==> src/rtl/sarx_pkg.sv <==
package sarx_pkg;
    localparam logic [2:0] FMT_I2S   = 3'b000;
    localparam logic [2:0] FMT_LSB16 = 3'b001;
    localparam logic [2:0] FMT_LSB18 = 3'b010;
    localparam logic [2:0] FMT_LSB20 = 3'b011;
    localparam logic [2:0] FMT_MSBJ  = 3'b100;

    function automatic logic fmt_is_i2s(input logic [2:0] f);
        return f == FMT_I2S;
    endfunction

    function automatic logic fmt_is_msbj(input logic [2:0] f);
        return f[2];
    endfunction
endpackage

==> src/rtl/sarx_sync.sv <==
module sarx_sync #(
    parameter int STAGES = 2
) (
    input  logic clk,
    input  logic rst_n,
    input  logic sck_i,
    input  logic ws_i,
    input  logic sd_i,
    output logic rise_o,
    output logic ws_o,
    output logic sd_o
);
    localparam int LAST = STAGES - 1;

    typedef struct packed {
        logic [STAGES-1:0][2:0] pipe;
        logic                   sck_last;
    } sync_t;

    sync_t sync_d, sync_q;

    always_comb begin
        sync_d         = sync_q;
        sync_d.pipe[0] = {sck_i, ws_i, sd_i};
        for (int i = 1; i < STAGES; i++) begin
            sync_d.pipe[i] = sync_q.pipe[i-1];
        end
        sync_d.sck_last = sync_q.pipe[LAST][2];
    end

    always_ff @(posedge clk or negedge rst_n) begin
        if (!rst_n) begin
            sync_q <= '0;
        end else begin
            sync_q <= sync_d;
        end
    end

    assign rise_o = sync_q.pipe[LAST][2] & ~sync_q.sck_last;
    assign ws_o   = sync_q.pipe[LAST][1];
    assign sd_o   = sync_q.pipe[LAST][0];
endmodule

==> src/rtl/sarx_cfg_mux.sv <==
module sarx_cfg_mux (
    input  logic       use_pins_i,
    input  logic [1:0] pin_fmt_i,
    input  logic [2:0] reg_fmt_i,
    output logic [2:0] fmt_o
);
    always_comb begin
        if (use_pins_i) begin
            fmt_o = {1'b0, pin_fmt_i};
        end else begin
            fmt_o = reg_fmt_i;
        end
    end
endmodule

==> src/rtl/sarx_assemble.sv <==
module sarx_assemble
    import sarx_pkg::*;
#(
    parameter int W = 20
) (
    input  logic         clk,
    input  logic         rst_n,
    input  logic         rise_i,
    input  logic         ws_i,
    input  logic         sd_i,
    input  logic [2:0]   fmt_req_i,
    output logic [W-1:0] l_data_o,
    output logic         l_vld_o,
    output logic [W-1:0] r_data_o,
    output logic         r_vld_o,
    output logic [2:0]   mode_o
);
    localparam int CW = $clog2(W + 1);

    typedef struct packed {
        logic          ws_prev;
        logic          primed;
        logic [2:0]    mode;
        logic [CW-1:0] cnt;
        logic [W-1:0]  acc;
        logic [W-1:0]  sr;
        logic [W-1:0]  l_data;
        logic [W-1:0]  r_data;
        logic          l_vld;
        logic          r_vld;
    } asm_t;

    asm_t asm_d, asm_q;

    // place bit b at position W-1-c when c is still inside the word
    function automatic logic [W-1:0] put_bit(input logic [W-1:0] a,
                                             input logic [CW-1:0] c,
                                             input logic b);
        logic [W-1:0] r;
        r = a;
        for (int i = 0; i < W; i++) begin
            if (i == W - 1 - int'(c)) r[i] = b;
        end
        return r;
    endfunction

    // right-aligned sample of width W-4, W-2 or W, sign-extended to W
    function automatic logic [W-1:0] sext(input logic [W-1:0] v,
                                          input logic [1:0] sel);
        logic [W-1:0] r;
        logic         sb;
        int           n;
        n  = (sel == 2'd1) ? W - 4 : (sel == 2'd2) ? W - 2 : W;
        sb = 1'b0;
        for (int i = 0; i < W; i++) begin
            if (i == n - 1) sb = v[i];
        end
        r = v;
        for (int i = 0; i < W; i++) begin
            if (i >= n) r[i] = sb;
        end
        return r;
    endfunction

    logic [W-1:0] fin;
    logic [2:0]   nmode;
    logic         ws_edge;

    always_comb begin
        asm_d       = asm_q;
        asm_d.l_vld = 1'b0;
        asm_d.r_vld = 1'b0;
        fin         = '0;
        nmode       = asm_q.mode;
        ws_edge     = 1'b0;
        if (rise_i) begin
            ws_edge = ws_i != asm_q.ws_prev;
            if (fmt_is_i2s(asm_q.mode)) begin
                fin = put_bit(asm_q.acc, asm_q.cnt, sd_i);
            end else if (fmt_is_msbj(asm_q.mode)) begin
                fin = asm_q.acc;
            end else begin
                fin = sext(asm_q.sr, asm_q.mode[1:0]);
            end
            asm_d.sr      = {asm_q.sr[W-2:0], sd_i};
            asm_d.ws_prev = ws_i;
            if (ws_edge) begin
                if (asm_q.primed) begin
                    if (asm_q.ws_prev) begin
                        asm_d.r_data = fin;
                        asm_d.r_vld  = 1'b1;
                    end else begin
                        asm_d.l_data = fin;
                        asm_d.l_vld  = 1'b1;
                    end
                end
                if (!ws_i) begin
                    nmode        = fmt_req_i;
                    asm_d.mode   = nmode;
                    asm_d.primed = 1'b1;
                end
                asm_d.acc = '0;
                asm_d.cnt = '0;
                if (fmt_is_msbj(nmode)) begin
                    asm_d.acc = put_bit('0, '0, sd_i);
                    asm_d.cnt = CW'(1);
                end
            end else if (int'(asm_q.cnt) < W) begin
                asm_d.acc = put_bit(asm_q.acc, asm_q.cnt, sd_i);
                asm_d.cnt = asm_q.cnt + CW'(1);
            end
        end
    end

    always_ff @(posedge clk or negedge rst_n) begin
        if (!rst_n) begin
            asm_q <= '0;
        end else begin
            asm_q <= asm_d;
        end
    end

    assign l_data_o = asm_q.l_data;
    assign l_vld_o  = asm_q.l_vld;
    assign r_data_o = asm_q.r_data;
    assign r_vld_o  = asm_q.r_vld;
    assign mode_o   = asm_q.mode;
endmodule

==> src/rtl/serial_audio_rx.sv <==
module serial_audio_rx #(
    parameter int SAMPLE_W    = 20,
    parameter int SYNC_STAGES = 2
) (
    input  logic                clk,
    input  logic                rst_n,
    input  logic                bit_clk,
    input  logic                word_sel,
    input  logic                ser_data,
    input  logic                use_pins,
    input  logic [1:0]          pin_fmt,
    input  logic [2:0]          reg_fmt,
    output logic [SAMPLE_W-1:0] left_sample,
    output logic                left_strobe,
    output logic [SAMPLE_W-1:0] right_sample,
    output logic                right_strobe
);
    logic       rise_w;
    logic       ws_w;
    logic       sd_w;
    logic [2:0] req_w;
    logic [2:0] mode_w;

    sarx_sync #(.STAGES(SYNC_STAGES)) i_sync (
        .clk    (clk),
        .rst_n  (rst_n),
        .sck_i  (bit_clk),
        .ws_i   (word_sel),
        .sd_i   (ser_data),
        .rise_o (rise_w),
        .ws_o   (ws_w),
        .sd_o   (sd_w)
    );

    sarx_cfg_mux i_cfg (
        .use_pins_i (use_pins),
        .pin_fmt_i  (pin_fmt),
        .reg_fmt_i  (reg_fmt),
        .fmt_o      (req_w)
    );

    sarx_assemble #(.W(SAMPLE_W)) i_asm (
        .clk       (clk),
        .rst_n     (rst_n),
        .rise_i    (rise_w),
        .ws_i      (ws_w),
        .sd_i      (sd_w),
        .fmt_req_i (req_w),
        .l_data_o  (left_sample),
        .l_vld_o   (left_strobe),
        .r_data_o  (right_sample),
        .r_vld_o   (right_strobe),
        .mode_o    (mode_w)
    );
endmodule

==> config.mk <==
export PLATFORM = sky130hd
export DESIGN_NAME = serial_audio_rx
export DESIGN_NICKNAME = d
export VERILOG_FILES = /design/src/rtl/sarx_pkg.sv /design/src/rtl/sarx_sync.sv /design/src/rtl/sarx_cfg_mux.sv /design/src/rtl/sarx_assemble.sv /design/src/rtl/serial_audio_rx.sv
export SDC_FILE = /design/constraint.sdc
export NUM_CORES = 1
export LEC_CHECK = 0
export CAP_MARGIN = 10
export CORE_ASPECT_RATIO = 1.1
export CORE_MARGIN = 5
export CORE_UTILIZATION = 45
export DETAILED_ROUTE_END_ITERATION = 8
export PLACE_DENSITY = 0.77
export SLEW_MARGIN = 20
export SYNTH_ARGS = -nofsm -noshare
export SYNTH_HDL_FRONTEND = slang
export SYNTH_SLANG_ARGS = --single-unit
==> constraint.sdc <==
create_clock -name clk -period 2.4 [get_ports clk]
set_input_delay 0.6 -clock clk [delete_from_list [all_inputs] [get_ports clk]]
set_output_delay 0.6 -clock clk [all_outputs]
set_load 0.05 [all_outputs]
Word-level counts from Yosys, hierarchy flattened
Cells that the tools add are included.
{"block": "word_totals", "out_inout_bits": 42, "inputBits": 11, "word_cells": 166, "regBits": 99}
{"block": "op_classes", "n_reduce_logical": 8, "n_addsub": 3, "magnitude_cmp": 21, "bitwise": 4, "eq_ne": 41, "n_mux": 76}
{"op": "5-bit by 32-bit == test with 1-bit output, first input constant", "n": 16}
{"op": "4-bit by 32-bit == test with 1-bit output, first input constant", "n": 8}
{"op": "6-bit by 32-bit == test with 1-bit output, first input constant", "n": 8}
{"op": "5-bit by 32-bit >= comparator with 1-bit output, first input constant", "n": 8}
{"op": "3-bit by 32-bit == test with 1-bit output, first input constant", "n": 4}
{"op": "4-bit by 32-bit >= comparator with 1-bit output, first input constant", "n": 4}
{"op": "6-bit by 32-bit >= comparator with 1-bit output, first input constant", "n": 4}
{"op": "2-bit by 32-bit == test with 1-bit output, first input constant", "n": 2}
{"op": "3-bit by 32-bit >= comparator with 1-bit output, first input constant", "n": 2}
{"op": "32-bit zero test", "n": 2}
{"op": "1-bit two-way mux", "n": 62}
{"op": "25-bit two-way mux", "n": 2}
{"op": "20-bit two-way mux", "n": 2}
{"op": "1-bit by 32-bit >= comparator with 1-bit output, first input constant", "n": 1}
{"op": "2-bit by 32-bit >= comparator with 1-bit output, first input constant", "n": 1}
{"op": "32-bit two-way mux", "n": 1}
{"op": "32-bit by 2-bit subtractor with 32-bit output, second input constant", "n": 1}
{"op": "21-bit two-way mux", "n": 1}
{"op": "3-bit two-way mux", "n": 5}
{"op": "4-bit AND reduction", "n": 2}
{"op": "2-bit two-way mux", "n": 3}
{"op": "5-bit by 5-bit subtractor with 6-bit output, first input constant", "n": 1}
{"op": "5-bit by 1-bit adder with 5-bit output, second input constant", "n": 1}
{"op": "5-bit less-than comparator, second input constant", "n": 1}
{"op": "9 further kinds", "n": 11}

Logic depth before layout (Yosys ltp)
Gate-level depths: netlist of the first run.
{"block": "logic_depth", "ltp_word": 28, "depth_mapped": 8, "mapped_depth_nobuf": 7}

Hierarchy
Synthesis of the first run repeated with hierarchy kept, for this count alone.
{"block": "unflattened", "cells_unflattened": 512, "hier_area_um2": 5211.2}
{"mod": "sarx_assemble", "cells_each": 501, "area_each_um2": 4991.0, "n_inst": 1, "seq_area_each_um2": 2302.2}
{"mod": "sarx_sync", "cells_each": 8, "area_each_um2": 188.9, "n_inst": 1, "seq_area_each_um2": 175.2}
{"mod": "sarx_cfg_mux", "cells_each": 3, "area_each_um2": 31.3, "n_inst": 1, "seq_area_each_um2": 0.0}

Worst setup path before layout of the first run
OpenSTA, ideal clock, no wires.
{"block": "synth_timing", "kind": "register to register", "startpoint": "register i_asm.asm_q[91] in the netlist's numbering", "endpoint": "register i_asm.asm_q (netlist bit i_asm.r_data_o[12])", "arrival_time_ps": 1966, "n_path_buf": 1, "slack_ps": 310, "t_required_ps": 2275, "setup_ps": 125, "synth_period_minus_slack_ps": 2090, "stages_incl_launch_ff": 8, "cell_sequence": "dfrtp_1 inv_1 ha_1 nor3b_2 nand3_1 inv_2 buf_2 mux2_2"}
{"block": "synth_between", "elab_chain_len": 2}
{"element": "start: declaration", "line_no": "sarx_assemble.sv:33", "text": "asm_t asm_d, asm_q;"}
{"element": "start signal: assignment", "line_no": "sarx_assemble.sv:119", "text": "asm_q <= asm_d;"}
{"element": "1-bit inequality test", "line_no": "sarx_assemble.sv:77", "text": "ws_edge = ws_i != asm_q.ws_prev;"}
{"element": "4-bit AND reduction (no source line) (*)"}
Mark *: on every way between the ends. The rest lies on a longest branch, timed or not.
A chain may end at the register's enable or synchronous reset.

Final worst setup path of the first run
{"block": "layout_timing", "startpoint": "register i_asm.asm_q (netlist bit i_asm.l_data_o[19])", "endpoint": "output port left_sample[19]"}
{"element": "end: declaration", "line_no": "serial_audio_rx.sv:13", "text": "output logic [SAMPLE_W-1:0] left_sample,"}
No word-level cell between the ends.

==> results of run 1 <==
metrics by stage:
stage | total power [mW] | hold slack (ns)
floorplan | 5.06 | 0.304
global placement | 5.60 | 0.337
detailed placement | 5.70 | 0.336
CTS | 7.18 | 0.260
global route | 7.48 | 0.291
finish | 7.12 | 0.248
layout by cell type (no fill, tap or decap), drive strengths merged, types with 2 or more instances in the layout:
master         instances
o22ai                 20
buf                   13
or2                    3
a21oi                 23
a22o                  13
inv                   17
nand3                  7
ha                    11
nand2b                 4
dfrtp                 99
mux2i                 20
a31oi                  5
a211oi                 2
nand4bb                8
nand4b                 5
nand3b                 3
clkdlybuf4s50         51
clkbuf                10
nor2                   8
nor2b                  5
mux2                  45
and4bb                 4
o31ai                  2
nand2                 81
o211ai                 3
o21ai                 17
nor4b                  2
clkinv                 2
o41ai                  2
and3                   3
or4b                   2
power groups by stage:
| stage | combinational [mW] | sequential (mW) | clock (mW) |
|---|---|---|---|
| 2_1_floorplan | 2.66 | 2.41 | 0 |
| 3_3_place_gp | 3.11 | 2.49 | 0 |
| 3_5_place_dp | 3.18 | 2.52 | 0 |
| 4_1_cts | 3.19 | 2.49 | 1.49 |
| 5_1_grt | 3.37 | 2.55 | 1.56 |
| 6_report | 3.16 | 2.49 | 1.46 |
kinds of logic (layout without fill, tap and decap cells):
family | after synthesis | after routing
multiplexers | 65 | 65
buffers and inverters | 84 | 95
AO/OA/AOI/OAI | 93 | 93
flip-flops | 99 | 99
AND/OR/NAND/NOR | 139 | 139
adder cells (fa/ha/maj) | 11 | 11
routing by layer:
| metal | global-route usage | share of wire |
|---|---|---|
| met1 | 0.207 | 0.42 |
| met2 | 0.295 | 0.50 |
| met3 | 0.0237 | 0.050 |
| met4 | 0.0917 | 0.028 |
| met5 | 0 | 0 |
area by class of cell:
cell class / instances / area [um2]
fillers: 983 / 5470
flip-flops and latches: 99 / 2480
multi-input cells: 308 / 2210
repair buffers: 64 / 633
clock buffers: 10 / 229
well taps: 150 / 188
clock inverters: 6 / 73.8
inverters: 15 / 56.3
how the worst max path moves through the flow:
| stage | endpoint | slack, ns | start |
|---|---|---|---|
| after detailed placement | i_asm.r_data_o[12] | 0.29 | i_asm.asm_q[91] |
| after floorplan | i_asm.r_data_o[12] | 0.31 | i_asm.asm_q[91] |
| after global routing | i_asm.asm_q[72] | 0.12 | i_asm.asm_q[91] |
| after CTS | left_sample[19] | 0.24 | i_asm.l_data_o[19] |
| final | left_sample[19] | 0.26 | i_asm.l_data_o[19] |
| after global placement | i_asm.asm_q[72] | 0.39 | i_asm.asm_q[91] |
worst register-to-register path: stages (launching register included):
cell     delay (ns)
dfrtp_1        0.36
inv_1          0.08
ha_1           0.34
nor3b_2        0.27
nand3_1        0.15
inv_2          0.40
mux2_2         0.41
sequential cells by signal (all words and copies together) (netlist names), 3 cells and up:
| name | count |
|---|---|
| i_asm.asm_q | 47 |
| i_asm.r_data_o | 20 |
| i_asm.l_data_o | 20 |
| i_sync.sync_d | 4 |
| i_asm.mode_o | 3 |
==> metrics.yaml, run 1 <==
area_delta_synth_final_pct: 13.6
tns_ns: 0
grt_pass1_vias: 3766
crit_buf_inv: 1
antenna_cells: 0
seqPwrFrac: 0.350
synth-simple-area-share: 0.146
cts_sinks: 99
ios: 53
routabilityCongestion: 0.892
vias: 3627
clockPowerShare: 0.206
drt_iter0_drc: 175
drv_slew: 0
slowest_stage: "clkdlybuf4s50_1"
wl_um: 11400
grt_max_degree: 42
path_depth: 1
hold_class: "input pin to asynchronous set/reset pin"
yosysTopAreaCell: "dfrtp_1"
synth.area.top_cells: "dfrtp_1, mux2_2, buf_4"
switchingPower_mw: 2.98
required_ns: 1.80
finish.utilization: 0.518
skew_ns: 0.00736
synthXorXnorAreaFrac: 0
synth_fa_ha_area_frac: 0.0266
status: "finished clean"
place_hpwl_um: 7630
drive_gt1_frac: 0.141
finalSetupViolCount: 0
setup_slack_ns: 0.257
cts_resized: 0
r2r_start: "i_asm.asm_q[91]"
core_area_mm2: 0.0113
cts_setup_buffers: 0
start_kind: "flop"
clkTransAtPathRegs_ns: 0.07
hold_viol: 0
dpl-instance-area_mm2: 0.00557
async_reset_ff_frac: 1.00
ir_drop_uv: 465
r2r_setup_slack_ns: 0.28
via_per_inst: 5.56
drv_cap: 0
relSlewSlack: 0.522
cts_root_buf: "clkbuf_16"
rr_worst_depth: 6
period_needed_ns: 2.14
worstPathMaxFanout: 2
power.internal_mw: 4.13
cts-buffers-inserted: 9
critPathKind: "flop to output port"
p_sw_frac: 0.420
slowest_delay_ns: 0.82
synth_common_cells: "dfrtp_1, nand2_1, buf_4"
rsz0062_at_grt: "no"
power_density_mw_per_mm2: 1210
cp.arrival_ns: 1.54
power_frac_comb: 0.445
ys_warn_count: 0
min_period_over_period: 0.893
critical-path-top-delay-family: "buffers and inverters"
ctsHtreeMaxLevel: 3
wl_per_cell_um: 17.4
synth_edf_count: 0
design_area_mm2: 0.00587
overflow: 0
grt.total_usage: 0.171
fp.dieW_um: 112
nNetsFinal: 519
clock_latency_ns: 0.35
crit_chain: "clkdlybuf4s50_1"
synthDistinctLibCells: 44
clock.fmax_ghz: 0.467
critPathCaptureType: "output port"
ys_seq_area_frac: 0.480
clockBufferDepth: 2
ys_ff_latch: 99
dpl.cell_count: 636
synth_compound_area_frac: 0.119
die_h_um: 122
row_count: 41
synth.most_common_cell: "dfrtp_1"
worst_pin_slew_ns: 0.717
holdBufCountCts: 0
grt_pass1_wl_um: 18800
drc_errors: 0
syn_inst: 491
drtPass1Iterations: 4
synth_mux_area_frac: 0.137
avgSynthCellArea_um2: 10.5
synth_area_mm2: 0.00517
portBuffers: 52
synth_nets: 513
place_ws_ns: 0.292
die-area_mm2: 0.0137
r2r-end: "i_asm.r_data_o[8]"
p_leak_nw: 2.70
antenna_left: 0
synth_top_flop_cell: "dfrtp_1"
fin_cells: 652
antenna_found_initial: 0
synth.top_cell.area_share: 0.480
cts_tree: "done"
synth_top_family_by_area: "simple AND/OR/NAND/NOR gates"
start_util: 0.456
No activity file was read; power rests on OpenSTA's default activity.
==> run 2: changes to the inputs <==
Settings changed: CORE_MARGIN 5 to 2.
==> metrics.yaml, run 2 (synthesis results as in run 1) <==
portBuffers: 52
grt_pass1_vias: 3613
r2r_setup_slack_ns: 0.21
drc_errors: 0
setup_slack_ns: 0.213
cts_root_buf: "clkbuf_16"
clkTransAtPathRegs_ns: 0.07
wl_um: 11200
routabilityCongestion: 0.870
relSlewSlack: 0.500
seqPwrFrac: 0.356
p_sw_frac: 0.423
drv_slew: 0
antenna_left: 0
p_leak_nw: 2.68
clockPowerShare: 0.194
required_ns: 2.67
nNetsFinal: 518
overflow: 0
die-area_mm2: 0.0124
drtPass1Iterations: 5
status: "finished clean"
core_area_mm2: 0.0113
antenna_found_initial: 0
cts-buffers-inserted: 9
antenna_cells: 0
switchingPower_mw: 2.96
power.internal_mw: 4.04
dpl-instance-area_mm2: 0.00555
largest_reg_flops: 47
hold_slack_ns: 0.212
layout_commonest_cell: "dfrtp_1"
fp.dieW_um: 106
cts_sinks: 99
die_h_um: 116
clock.fmax_ghz: 0.457
period_needed_ns: 2.19
drv_cap: 0
critPathKind: "flop to flop"
crit_buf_inv: 2
min_period_over_period: 0.911
cp.arrival_ns: 2.45
vias: 3660
tns_ns: 0
hold_class: "input pin to asynchronous set/reset pin"
crit_chain: "inv_1, ha_1, buf_4, a31oi_1, nand3_1, o22ai_1"
slowest_delay_ns: 0.46
place_hpwl_um: 7340
grt.total_usage: 0.190
design_area_mm2: 0.00582
cts_setup_buffers: 0
place_ws_ns: 0.276
ir_drop_uv: 503
drt_iter0_drc: 302
hold_viol: 0
drive_gt1_frac: 0.136
finalSetupViolCount: 0
power_frac_comb: 0.450
holdBufCountCts: 0
fin_cells: 651
via_per_inst: 5.62
power.total_mw: 7.00
power_density_mw_per_mm2: 1200
dpl.cell_count: 635
grt_pass1_wl_um: 18300
start_kind: "flop"
cts_resized: 0
top_register: "i_asm.asm_q"
worstPathMaxFanout: 30
worst_pin_slew_ns: 0.750
final_cell_mix: "dfrtp_1, nand2_1, clkdlybuf4s50_1"
clockBufferDepth: 2
ctsHtreeMaxLevel: 3
num-fill-cells: 999
cts_tree: "done"
grt_max_degree: 46
wl_per_cell_um: 17.2
rsz0062_at_grt: "no"
row_count: 41
start_util: 0.456
clock_latency_ns: 0.35
critical-path-top-delay-family: "compound AO/OA/AOI/OAI gates"
ios: 53
slowest_stage: "a31oi_1"
finish.utilization: 0.513
area_delta_synth_final_pct: 12.6
skew_ns: 0.0104
critPathCaptureType: "flop"
run 2: changes by cell type in the layout (fill, tap and decap cells not counted), sizes merged:
cell / delta
buf: -1
bufinv: -1
clkbuf: +3
clkinvlp: -1
inv: -1
run 2: worst paths after layout:
check	from	depth (start not counted)	endpoint
max	i_asm.asm_q[91]	6	i_asm.asm_q[75]
min	rst_n	1	i_asm.asm_q[46]
max reg2reg	i_asm.asm_q[91]	6	i_asm.asm_q[75]
min reg2reg	i_sync.sync_d[6]	0	i_sync.sync_d[0]
max in group asynchronous	rst_n	2	i_asm.asm_q[86]
min in group clk	i_sync.sync_d[6]	0	i_sync.sync_d[0]
run 2: worst reg2reg max path: stages, from the launching register on:
cell and delay, ns:
dfrtp_1 0.39, inv_1 0.09, ha_1 0.33, buf_4 0.26, a31oi_1 0.47, nand3_1 0.32, o22ai_1 0.25
run 2: layout make-up:
class	count	area [um2]	area share
flip-flops and latches	99	2480	0.426
multi-input cells	308	2210	0.380
clock inverters	3	22.5	0.00387
well taps	150	188	0.0323
inverters	15	56.3	0.00968
repair buffers	63	613	0.105
clock buffers	13	250	0.0430
run 2: routing by layer:
metal  GRT usage  vias to the layer above  share of wire
met5           0                        -              0
met4      0.0991                        0          0.025
met2       0.315                      133           0.50
met3      0.0324                       23          0.058
met1       0.242                     1805           0.41
li1            -                     1699              -
run 2: power groups by stage:
stage	combinational, mW	sequential, mW	clock (mW)
final	3.15	2.49	1.36
after global routing	3.36	2.56	1.45
after CTS	3.16	2.49	1.38
after detailed placement	3.14	2.52	0
after global placement	3.08	2.49	0
after floorplan	2.66	2.41	0
